**src/rtl/cfg_loader_pkg.sv**
```systemverilog
package cfg_loader_pkg;
  localparam int WORD_W = 21;
  localparam int CTL_W  = 2;
  localparam int PAY_W  = WORD_W - CTL_W;
  localparam int NLATCH = 3;
  localparam int PD_BIT = 1;

  typedef enum logic [CTL_W-1:0] {
    CTL_REF = 2'b00,
    CTL_FB  = 2'b01,
    CTL_FN  = 2'b10,
    CTL_RSV = 2'b11
  } ctl_code_e;
endpackage

```
**src/rtl/cfg_sync.sv**
```systemverilog
module cfg_sync #(
  parameter int W = 3
) (
  input  logic         clk,
  input  logic         rst_n,
  input  logic [W-1:0] async_i,
  output logic [W-1:0] sync_o
);
  logic [W-1:0] meta_q;
  logic [W-1:0] sync_q;

  always_ff @(posedge clk or negedge rst_n) begin
    if (!rst_n) begin
      meta_q <= '0;
      sync_q <= '0;
    end else begin
      meta_q <= async_i;
      sync_q <= meta_q;
    end
  end

  assign sync_o = sync_q;
endmodule

```
**src/rtl/cfg_shifter.sv**
```systemverilog
module cfg_shifter #(
  parameter int WORD_W = 21
) (
  input  logic              clk,
  input  logic              rst_n,
  input  logic              shift_en,
  input  logic              bit_i,
  output logic [WORD_W-1:0] word_o
);
  logic [WORD_W-1:0] sh_q;
  logic [WORD_W-1:0] sh_d;

  always_comb begin
    sh_d = sh_q;
    if (shift_en) sh_d = {sh_q[WORD_W-2:0], bit_i};
  end

  always_ff @(posedge clk or negedge rst_n) begin
    if (!rst_n) sh_q <= '0;
    else        sh_q <= sh_d;
  end

  assign word_o = sh_q;
endmodule

```
**src/rtl/cfg_latch_bank.sv**
```systemverilog
module cfg_latch_bank #(
  parameter int PAY_W  = 19,
  parameter int CTL_W  = 2,
  parameter int NLATCH = 3
) (
  input  logic                         clk,
  input  logic                         rst_n,
  input  logic                         commit,
  input  logic [CTL_W-1:0]             code,
  input  logic [PAY_W-1:0]             payload,
  output logic [NLATCH-1:0][PAY_W-1:0] lat_o
);
  for (genvar i = 0; i < NLATCH; i++) begin : g_lat
    logic [PAY_W-1:0] lat_q;
    logic [PAY_W-1:0] lat_d;
    logic             wr_en;

    assign wr_en = commit && (code == CTL_W'(i));

    always_comb begin
      lat_d = lat_q;
      if (wr_en) lat_d = payload;
    end

    always_ff @(posedge clk or negedge rst_n) begin
      if (!rst_n) lat_q <= '0;
      else        lat_q <= lat_d;
    end

    assign lat_o[i] = lat_q;
  end
endmodule

```
**src/rtl/cfg_serial_loader.sv**
```systemverilog
module cfg_serial_loader
  import cfg_loader_pkg::*;
#(
  parameter int WORD_BITS = WORD_W,
  parameter int PD_POS    = PD_BIT
) (
  input  logic                       clk,
  input  logic                       rst_n,
  input  logic                       ser_clk,
  input  logic                       ser_data,
  input  logic                       ser_load,
  input  logic                       chip_en,
  output logic [WORD_BITS-CTL_W-1:0] ref_word,
  output logic [WORD_BITS-CTL_W-1:0] fb_word,
  output logic [WORD_BITS-CTL_W-1:0] fn_word,
  output logic                       pwr_down,
  output logic                       cp_out_en
);
  localparam int PW = WORD_BITS - CTL_W;

  logic [2:0]                  sync_w;
  logic                        sclk_s, sdat_s, sld_s;
  logic                        sclk_prev_q, sld_prev_q;
  logic                        shift_en, load_rise;
  logic [WORD_BITS-1:0]        word;
  logic [CTL_W-1:0]            ctl_code;
  logic [NLATCH-1:0][PW-1:0]   lat;

  cfg_sync #(.W(3)) u_sync (
    .clk    (clk),
    .rst_n  (rst_n),
    .async_i({ser_load, ser_data, ser_clk}),
    .sync_o (sync_w)
  );

  assign {sld_s, sdat_s, sclk_s} = sync_w;

  always_ff @(posedge clk or negedge rst_n) begin
    if (!rst_n) begin
      sclk_prev_q <= 1'b0;
      sld_prev_q  <= 1'b0;
    end else begin
      sclk_prev_q <= sclk_s;
      sld_prev_q  <= sld_s;
    end
  end

  assign shift_en  = sclk_s & ~sclk_prev_q;
  assign load_rise = sld_s & ~sld_prev_q;

  cfg_shifter #(.WORD_W(WORD_BITS)) u_shift (
    .clk     (clk),
    .rst_n   (rst_n),
    .shift_en(shift_en),
    .bit_i   (sdat_s),
    .word_o  (word)
  );

  assign ctl_code = word[CTL_W-1:0];

  cfg_latch_bank #(.PAY_W(PW), .CTL_W(CTL_W), .NLATCH(NLATCH)) u_bank (
    .clk    (clk),
    .rst_n  (rst_n),
    .commit (load_rise),
    .code   (ctl_code),
    .payload(word[WORD_BITS-1:CTL_W]),
    .lat_o  (lat)
  );

  assign ref_word  = lat[CTL_REF];
  assign fb_word   = lat[CTL_FB];
  assign fn_word   = lat[CTL_FN];
  assign cp_out_en = chip_en & ~lat[CTL_FN][PD_POS];
  assign pwr_down  = ~cp_out_en;
endmodule

```
**config.mk**
```make
export PLATFORM = sky130hd
export DESIGN_NAME = cfg_serial_loader
export DESIGN_NICKNAME = d
export VERILOG_FILES = /design/src/rtl/cfg_loader_pkg.sv /design/src/rtl/cfg_sync.sv /design/src/rtl/cfg_shifter.sv /design/src/rtl/cfg_latch_bank.sv /design/src/rtl/cfg_serial_loader.sv
export SDC_FILE = /design/constraint.sdc
export NUM_CORES = 1
export LEC_CHECK = 0
export ABC_AREA = 1
export BUFFER_PORTS_ARGS = -buffer_cell sky130_fd_sc_hd__clkbuf_2
export CORE_ASPECT_RATIO = 1.75
export CORE_MARGIN = 1
export CORE_UTILIZATION = 49
export CTS_CLUSTER_SIZE = 10
export DETAILED_ROUTE_END_ITERATION = 12
export GPL_TIMING_DRIVEN = 0
export HOLD_SLACK_MARGIN = 0.05
export PLACE_DENSITY = 0.75
export SLEW_MARGIN = 20
export SYNTH_ARGS = -nofsm -noshare
export SYNTH_HDL_FRONTEND = slang
export SYNTH_SLANG_ARGS = --single-unit
```
**constraint.sdc**
```tcl
create_clock -name clk -period 1.2 [get_ports clk]
set_input_delay 0.12 -clock clk [delete_from_list [all_inputs] [get_ports clk]]
set_output_delay 0.12 -clock clk [all_outputs]
set_load 0.05 [all_outputs]
```
==> metrics.txt <==
result of the run finished with violations; failing checks setup timing; FF-to-FF setup slack 30 ps; total detailed-routing wirelength 7966 µm; Clk Latency, worst-skew pair 330 ps; clk buf depth 2; CORE AREA 6588 µm²; power density relative to cell area 2435 nW/µm²; standard-cell row count 39; iteration-0 DRC count of the detailed router 305; routed length per placed instance 15.06 µm; cell depth of the worst flop-to-flop path 6; Avg Cell Area, Syn 9.581 µm²; data arrival time of the worst path 1120 ps; Filler Cell Count 551; last weighted congestion value of the routability-driven placer 0.8335; via count 2716; RSZ-0062 raised after global routing true; sum of internal, switching and leakage power 10650 µW; cells after synthesis 350; number of global-route vias before repair 2704; clock tree skew after final layout 5.278 ps; end of the worst register-to-register path u_bank.g_lat[1].lat_q[16]$_DFFE_PN0P_; half-perimeter wire length after detailed placement 5254 µm; slew margin rel. 0.5437; mapped cell area 3353 µm²; sequential element share of the synthesized area 0.6418; overall die width 64.54 µm; Sinks on Clock Net 86; Initial Util 0.5090; clock-pin slew of the registers on the worst-case setup and hold paths 60 ps; worst slack after detailed placement -102.5 ps; Setup CP Type flop to output pin; largest vdd supply drop 1427 µV; CP Launch Type flop; Routed Antenna Nets 0; setup tns final -74.01 ps; remaining routing DRC violations 0; Hold/Removal Path Class flop to flop; CP max FO 3; Die Footprint 7191 µm²; Max Cap Violations 0; Tcrit/Tclk final 1.033; worst hold path stage count 0; Critical Path Sink Type output pin; Yosys warnings 0; sum of overflow across all layers after global routing 0; number of input and output port buffers inserted 64; total setup violations reported at the end of the flow 2; summed area of non-filler cells in the final layout 4375 µm²; number of max-slew violations in the final report 0; Die Ht 111.4 µm; Worst R2R Start u_shift.word_o[0]$_DFFE_PN0P_; count of TritonRoute iterations in the first routing pass 4; count of pins on the block boundary 65; library cell used as clock root buffer sky130_fd_sc_hd__clkbuf_16; area overhead of the layout relative to synthesis 30.49%; distinct cell type count after synthesis 16; startpoint of the lowest-slack hold path u_sync.meta_q[0]$_DFF_PN0_; hold slack 344.5 ps; initial antenna violation count 0; Req. time, crit path 1080 ps; H-tree lvl count 3; Leak 0.002469 µW; global-route wire length before repair 12770 µm; vias per cell 5.134; hold violation total from the final report 0; syn nets 356; Hold Path Sink u_sync.sync_o[0]$_DFF_PN0_; Antenna Diode Count 0; Worst Max-Slew Pin Slew 684.4 ps; Total Nets Final 449; dpl cell area 3811 µm²; maximum clock rate 807.0 MHz; TritonCTS clock tree done; All-Layer GR Usage 0.2369; flip-flop and latch count after synthesis 86; maximum number of pins on one net before global-route repair 55; Final Critical Period 1239 ps; share of post-route cells with drive strength above 1 0.2931; slack of the critical path -39.16 ps; cts bufs inserted 9
-- layer usage --
| metal | global-route usage | up-vias | wire, µm |
|---|---|---|---|
| met4 | 0.1200 | 0 | 260 |
| met2 | 0.4014 | 81 | 4318 |
| met1 | 0.2794 | 1309 | 3049 |
| li1 | - | 1305 | - |
| met3 | 0.04816 | 21 | 338 |
| met5 | 0 | - | 0 |
-- per-stage QoR --
stage | instances | util
3_5_place_dp | 497 | 0.5785
5_1_grt | 529 | 0.6642
6_report | 529 | 0.6642
4_1_cts | 528 | 0.6513
2_1_floorplan | 350 | -
3_3_place_gp | 496 | 0.5751
-- cells in the mapped netlist (all sizes together) --
cell type | count | area [µm²]
o21ai | 4 | 20.02
inv | 8 | 30.03
a21oi | 3 | 15.01
nand3 | 71 | 355.3
dfrtp | 86 | 2152
nand2 | 150 | 573.1
buf | 16 | 130.1
clkbuf | 4 | 35.04
nor2 | 8 | 42.54
-- repair_timing --
| item | 4_1_cts | 5_1_grt |
|---|---|---|
| setup endpoints to repair | 41 | 82 |
| setup buffers | 10 | 2 |
| hold buffers | 4 | 0 |
| resized for setup | 17 | 29 |
| endpoints found under the hold margin | 56 | 0 |
| pin swaps | 5 | 7 |
| gates cloned | 2 | 2 |
-- state kept, by name (all words and copies together), names as in the netlist --
signal / count
sclk_prev_q: 1
u_sync.meta_q: 3
sld_prev_q: 1
u_sync.sync_o: 3
u_shift.word_o: 21
u_bank.g_lat.lat_q: 57
-- power by group --
part	leakage [µW]	switching [µW]	internal [µW]
clock network	0.000142	1010	1620
logic	0.00121	2920	894
registers	0.00112	588	3610
-- critical path: stages (launching register included) --
cell,delay [ps]
sky130_fd_sc_hd__dfrtp_2,430
sky130_fd_sc_hd__nor2_4,120
sky130_fd_sc_hd__clkinvlp_4,100
sky130_fd_sc_hd__buf_8,150
-- area by class of cell --
class,instances,area (µm²),area share
repair buffers,85,551.8,0.1261
multi-input cells,236,1071,0.2448
well taps,82,102.6,0.02345
flip-flops and latches,86,2156,0.4927
clock buffers,15,287.8,0.06577
plain buffers,17,172.7,0.03946
inverters,8,33.78,0.007721
-- worst max path at each step --
stage	slack, ps	to	cells past startpoint	start
global route	-80	pwr_down	3	u_bank.g_lat[2].lat_q[1]$_DFFE_PN0P_
floorplan	-130	pwr_down	2	u_bank.g_lat[2].lat_q[1]$_DFFE_PN0P_
finish	-40	pwr_down	3	u_bank.g_lat[2].lat_q[1]$_DFFE_PN0P_
global placement	-990	u_bank.g_lat[2].lat_q[1]$_DFFE_PN0P_	1	rst_n
detailed placement	-100	u_bank.g_lat[1].lat_q[16]$_DFFE_PN0P_	5	sld_prev_q$_DFF_PN0_
CTS	-70	pwr_down	3	u_bank.g_lat[2].lat_q[1]$_DFFE_PN0P_
-- placed cells by master, fill, tap and decap left out, types with 5 or more instances in the layout --
cell / instances
sky130_fd_sc_hd__buf_4: 12
sky130_fd_sc_hd__buf_6: 13
sky130_fd_sc_hd__clkbuf_16: 10
sky130_fd_sc_hd__clkbuf_2: 63
sky130_fd_sc_hd__dfrtp_1: 83
sky130_fd_sc_hd__nand2_1: 146
sky130_fd_sc_hd__nand3_1: 67
sky130_fd_sc_hd__nor2_4: 5
-- cells by family after synthesis --
kind of cell	Yosys count	share of synthesized area
buffers and inverters	28	0.05821
AND/OR/NAND/NOR	229	0.2896
flip-flops	86	0.6418
AO/OA/AOI/OAI	7	0.01045
(Power assumes the default switching activity.)
